<file path="config.mk">
export PLATFORM = sky130hd
export DESIGN_NAME = irq_ack_seq
export DESIGN_NICKNAME = d
export VERILOG_FILES = /design/src/rtl/irq_ack_pkg.sv /design/src/rtl/irq_arm_track.sv /design/src/rtl/call_timer.sv /design/src/rtl/irq_ack_seq.sv
export SDC_FILE = /design/constraint.sdc
export NUM_CORES = 1
export LEC_CHECK = 0
export ABC_AREA = 1
export ABC_CLOCK_PERIOD_IN_PS = 3900
export BUFFER_PORTS_ARGS = -buffer_cell sky130_fd_sc_hd__buf_2
export CAP_MARGIN = 20
export CELL_PAD_IN_SITES_DETAIL_PLACEMENT = 0
export CELL_PAD_IN_SITES_GLOBAL_PLACEMENT = 2
export CORE_MARGIN = 4
export CORE_UTILIZATION = 28
export DETAILED_ROUTE_END_ITERATION = 10
export GPL_TIMING_DRIVEN = 0
export HOLD_SLACK_MARGIN = 0.02
export PLACE_DENSITY = 0.86
export SLEW_MARGIN = 20
export SYNTH_ARGS = -nofsm -noshare
export SYNTH_HDL_FRONTEND = slang
export SYNTH_SLANG_ARGS = --single-unit
</file>
<file path="constraint.sdc">
create_clock -name clk -period 3.9 [get_ports clk]
set_clock_uncertainty 0.1 [all_clocks]
set_input_delay 0.195 -clock clk [delete_from_list [all_inputs] [get_ports clk]]
set_output_delay 0.195 -clock clk [all_outputs]
set_load 0.02 [all_outputs]
</file>
<file path="src/rtl/irq_ack_pkg.sv">
package irq_ack_pkg;

    typedef enum logic [1:0] {
        S_OPEN  = 2'd0,
        S_DEFER = 2'd1,
        S_CALL  = 2'd2
    } seq_state_e;

    localparam int unsigned CLS_PREFIX   = 1;
    localparam int unsigned CLS_PROTECT  = 2;
    localparam int unsigned CLS_LOGIC_RMW = 3;
    localparam int unsigned CLS_BADOP    = 4;
    localparam int unsigned CLS_TRAP     = 5;

    function automatic logic class_defers(input int unsigned cls);
        return (cls >= CLS_PREFIX) && (cls <= CLS_TRAP);
    endfunction

endpackage

</file>
<file path="src/rtl/irq_arm_track.sv">
module irq_arm_track (
    input  logic clk,
    input  logic rst_n,
    input  logic irq_pend,
    input  logic late_window,
    input  logic insn_done,
    input  logic fire,
    output logic armed
);
    logic armed_q;

    always_ff @(posedge clk or negedge rst_n) begin
        if (!rst_n)
            armed_q <= 1'b0;
        else
            armed_q <= irq_pend & ~fire & (armed_q | ~late_window | insn_done);
    end

    assign armed = armed_q;

    // a withdrawn request never stays armed
    p_drop_disarms_r11: assert property (@(posedge clk) disable iff (!rst_n)
        !irq_pend |=> !armed_q);
endmodule

</file>
<file path="src/rtl/call_timer.sv">
module call_timer #(
    parameter int unsigned CALL_BASE   = 11,
    parameter int unsigned STACK_EXTRA = 2
) (
    input  logic clk,
    input  logic rst_n,
    input  logic load,
    input  logic stack_ext,
    output logic last
);
    localparam int unsigned LEN_MAX = CALL_BASE + STACK_EXTRA;
    localparam int unsigned CNT_W   = $clog2(LEN_MAX + 1);
    localparam logic [CNT_W-1:0] LOAD_INT = CNT_W'(CALL_BASE - 1);
    localparam logic [CNT_W-1:0] LOAD_EXT = CNT_W'(LEN_MAX - 1);

    logic [CNT_W-1:0] cnt_q;

    always_ff @(posedge clk or negedge rst_n) begin
        if (!rst_n)
            cnt_q <= '0;
        else if (load)
            cnt_q <= stack_ext ? LOAD_EXT : LOAD_INT;
        else if (cnt_q != '0)
            cnt_q <= cnt_q - 1'b1;
    end

    assign last = (cnt_q == '0);

    // the count never exceeds the longer call length
    p_cnt_range_r6: assert property (@(posedge clk) disable iff (!rst_n)
        cnt_q < CNT_W'(LEN_MAX));
    // a nonzero count always moves down by one
    p_cnt_step_r5: assert property (@(posedge clk) disable iff (!rst_n)
        (!load && cnt_q != '0) |=> cnt_q == $past(cnt_q) - 1'b1);
endmodule

</file>
<file path="src/rtl/irq_ack_seq.sv">
module irq_ack_seq
    import irq_ack_pkg::*;
#(
    parameter int unsigned CLASS_W     = 3,
    parameter int unsigned CALL_BASE   = 11,
    parameter int unsigned STACK_EXTRA = 2
) (
    input  logic               clk,
    input  logic               rst_n,
    input  logic               insn_done,
    input  logic               late_window,
    input  logic [CLASS_W-1:0] insn_class,
    input  logic               irq_pend,
    input  logic               irq_is_xfer,
    input  logic               xfer_busy,
    input  logic               stack_ext,
    output logic               ack,
    output logic               xfer_start,
    output logic               call_busy
);
    seq_state_e state_q, state_d;
    logic       armed;
    logic       cls_defer;
    logic       fire;
    logic       call_load;
    logic       tmr_last;
    logic       ack_q, xs_q;

    assign cls_defer = class_defers(32'(insn_class));
    assign fire      = insn_done & irq_pend & armed & ~xfer_busy
                     & ~cls_defer & (state_q != S_CALL);
    assign call_load = fire & ~irq_is_xfer;

    irq_arm_track u_arm (
        .clk        (clk),
        .rst_n      (rst_n),
        .irq_pend   (irq_pend),
        .late_window(late_window),
        .insn_done  (insn_done),
        .fire       (fire),
        .armed      (armed)
    );

    call_timer #(
        .CALL_BASE  (CALL_BASE),
        .STACK_EXTRA(STACK_EXTRA)
    ) u_tmr (
        .clk      (clk),
        .rst_n    (rst_n),
        .load     (call_load),
        .stack_ext(stack_ext),
        .last     (tmr_last)
    );

    // next-state logic
    always_comb begin
        state_d = state_q;
        unique case (state_q)
            S_OPEN: begin
                if (call_load)                    state_d = S_CALL;
                else if (insn_done && cls_defer)  state_d = S_DEFER;
            end
            S_DEFER: begin
                if (call_load)                    state_d = S_CALL;
                else if (insn_done && !cls_defer) state_d = S_OPEN;
            end
            S_CALL: begin
                if (tmr_last)                     state_d = S_OPEN;
            end
            default:                              state_d = S_OPEN;
        endcase
    end

    // state register
    always_ff @(posedge clk or negedge rst_n) begin
        if (!rst_n) state_q <= S_OPEN;
        else        state_q <= state_d;
    end

    // output process
    always_ff @(posedge clk or negedge rst_n) begin
        if (!rst_n) begin
            ack_q <= 1'b0;
            xs_q  <= 1'b0;
        end else begin
            ack_q <= fire;
            xs_q  <= fire & irq_is_xfer;
        end
    end

    assign ack        = ack_q;
    assign xfer_start = xs_q;
    assign call_busy  = (state_q == S_CALL);

    // acknowledge only follows a completion
    p_ack_boundary_r1: assert property (@(posedge clk) disable iff (!rst_n)
        ack |-> $past(insn_done));
    // acknowledge is a single-cycle pulse
    p_ack_pulse_r1: assert property (@(posedge clk) disable iff (!rst_n)
        ack |=> !ack);
    // deferring classes never acknowledge at their own completion
    p_defer_cls_r3: assert property (@(posedge clk) disable iff (!rst_n)
        ack |-> !class_defers(32'($past(insn_class))));
    // transfer start coincides with acknowledge, no call
    p_xfer_with_ack_r7: assert property (@(posedge clk) disable iff (!rst_n)
        xfer_start |-> (ack && !call_busy));
    // a busy transfer cycle blocks acknowledge
    p_busy_blocks_r8: assert property (@(posedge clk) disable iff (!rst_n)
        ack |-> !$past(xfer_busy));
    // no acknowledge inside the call sequence
    p_no_ack_in_call_r9: assert property (@(posedge clk) disable iff (!rst_n)
        call_busy |=> !ack);
endmodule

</file>
==> results.py <==
metrics = {
    "drt": {
        "via_count": 440,
        "wl_microns": 911,
        "wl_met1_microns": 408,
        "drtPass1Iterations": 5,
        "drc": 0,
        "wl_met2_microns": 449,
        "ant_nets": 0,
        "drtIter0Drc": 6,
        "highest_layer": "met4",
        "vias_per_cell": 4.00,
        "wl_per_cell_microns": 8.28,
        "dr_wl_met3_microns": 37,
    },
    "placement": {
        "gp_congestion": 0.729,
        "pre_cts_ws_ns": 2.51,
        "dpl.hpwl_microns": 722,
        "portBuffers": 13,
    },
    "setup_path": {
        "critical_path_class": "reg2reg",
        "r2r_slack_ns": 2.52,
        "start_kind": "flip-flop",
        "endpoint_kind": "flip-flop",
        "worstPathArrival_ns": 1.47,
        "r2r_end": "state_q[0]",
        "worstPathMaxFanout": 7,
        "required_ns": 4.00,
        "r2r-start": "u_tmr.cnt_q[0]",
        "reg2reg_depth": 8,
    },
    "sta": {
        "fmax_ghz": 0.726,
        "tns_ns": 0,
        "worst_slack_ns": 2.52,
        "period_minus_slack_ns": 1.38,
        "rsz0062_at_grt": "false",
        "slew_headroom": 0.859,
        "tightestPinTransition_ns": 0.212,
        "hold_viol_final": 0,
        "drv_slew": 0,
        "period_share": 0.353,
        "hold_ws_ns": 0.0394,
        "setup_viol": 0,
    },
    "logic_synthesis": {
        "yosysSeqAreaShare": 0.442,
        "synth_area_sq_um": 509,
        "ys_seq_elements": 9,
        "syn_inst": 66,
        "synth.avg_cell_area_sq_um": 7.72,
        "syn-num-nets": 78,
        "ys_types": 18,
        "ys_warn_count": 0,
    },
    "clock_tree": {
        "worst_skew_pair.late_latency_ns": 0.25,
        "htreeDepth": 1,
        "clk_pin_slew_ns": 0.06,
        "numCtsBuffers": 3,
        "clockBufferDepth": 2,
        "cts_root_buf": "clkbuf_4",
        "cts_tree": "yes",
        "clock-sinks": 9,
    },
    "grt": {
        "overflow": 0,
        "grt_pass1_vias": 417,
        "grt_max_degree": 10,
        "antenna_found_initial": 0,
        "grt_usage": 0.0830,
        "grt_pass1_wl_microns": 1640,
    },
    "power_and_ir_drop": {
        "vdd_drop_max_mv": 0.160,
        "power_w": 0.000350,
        "powerDensity_nw_per_um2": 537,
        "p_leak_nw": 0.371,
    },
    "cells_and_area": {
        "mostFrequentLayoutCells": "inv_1 (13), nand2_1 (13), buf_2 (13), nor2_1 (9), dfrtp_1 (9)",
        "nets": 98,
        "area_growth_pct": 28.0,
        "antenna_cells": 0,
        "drive_gt1_frac": 0.282,
    },
    "floorplan": {
        "die-area_sq_um": 2560,
        "core-area_sq_um": 1730,
        "ios": 14,
        "die_h_microns": 50.6,
        "start_util": 0.295,
        "num_rows": 15,
        "die_width_microns": 50.6,
    },
    "outcome": {
        "run_status": "finished, final reports clean",
    },
    "min_path": {
        "hp-start": "stack_ext",
        "min_path_type": "in2reg",
        "hold_depth": 2,
        "min_to": "u_tmr.cnt_q[1]",
    },
    "job": {
        "drv_cap": 0,
    },
}
power breakdown:
group           total, W  internal, W  leakage, nW  switching [W]
logic           0.000141    0.0000592        0.242      0.0000817
registers       0.000138     0.000122        0.114      0.0000160
clock network  0.0000707    0.0000394       0.0150      0.0000313
critical path, stage by stage, from the launching register on:
cell and delay (ns):
dfrtp_1 0.37, inv_1 0.09, ha_1 0.16, nand2_1 0.12, nor2_4 0.17, nor2_1 0.06, a21oi_1 0.11, nand3_1 0.08
nand2_1 0.05
state kept, by name, indices dropped and copies added (netlist names):
register     count
u_tmr.cnt_q      4
state_q          2
ack              1
u_arm.armed      1
xfer_start       1
logic make-up (layout without fill, tap and decap cells):
logic type	after synthesis	in the layout	synth area share
simple gates	33	33	0.329
fa+ha+maj	1	1	0.0246
compound gates	8	8	0.0835
xor+xnor	1	1	0.0172
flops	9	9	0.442
buf+inv	14	33	0.103
worst max path at each step:
stage	depth (start not counted)	slack [ns]	startpoint	to
2_1_floorplan	8	2.63	u_tmr.cnt_q[0]	state_q[0]
3_3_place_gp	8	2.52	u_tmr.cnt_q[0]	state_q[0]
3_5_place_dp	8	2.51	u_tmr.cnt_q[0]	state_q[0]
4_1_cts	8	2.50	u_tmr.cnt_q[0]	state_q[0]
5_1_grt	8	2.34	u_tmr.cnt_q[0]	state_q[0]
6_report	8	2.52	u_tmr.cnt_q[0]	state_q[0]
timing repair:
| item | 4_1_cts | 5_1_grt |
|---|---|---|
| hold buffers | 2 | 0 |
| hold endpoints to repair | 10 | 0 |
| resized for setup | 0 | 0 |
| buffers inserted | 0 | 0 |
per-layer routing:
layer | track usage | up-vias
li1 | - | 241
met1 | 0.0942 | 183
met3 | 0.00890 | 2
met2 | 0.146 | 14
met5 | 0 | -
met4 | 0.0538 | 0
metrics by stage:
stage	utilization	cells	cell area, sq um
2_1_floorplan	-	66	509
3_3_place_gp	0.351	104	606
3_5_place_dp	0.351	104	606
4_1_cts	0.378	110	652
5_1_grt	0.378	110	652
6_report	0.378	110	652
synth_stat cells:
cell	n	area (sq um)
or2_2	1	6.26
a31oi_1	1	6.26
nor3_1	1	5.00
inv_1	13	48.8
nor2_4	2	22.5
nand2_2	3	18.8
o22ai_1	1	6.26
ha_1	1	12.5
nand2_1	13	48.8
dfrtp_1	9	225
nand3_1	3	15.0
inv_2	1	3.75
nand3_4	1	17.5
o21ai_0	4	20.0
nor2_1	9	33.8
o21ai_1	1	5.00
xor2_1	1	8.76
a21oi_1	1	5.00
area by class of cell:
cell class | count | area [sq um]
Fill cell | 192 | 1070
Multi-Input combinational cell | 43 | 231
Sequential cell | 9 | 225
Timing Repair Buffer | 15 | 85.1
Inverter | 14 | 52.6
Tap cell | 25 | 31.3
Clock buffer | 4 | 26.3
No activity file was read; power rests on OpenSTA's default activity.
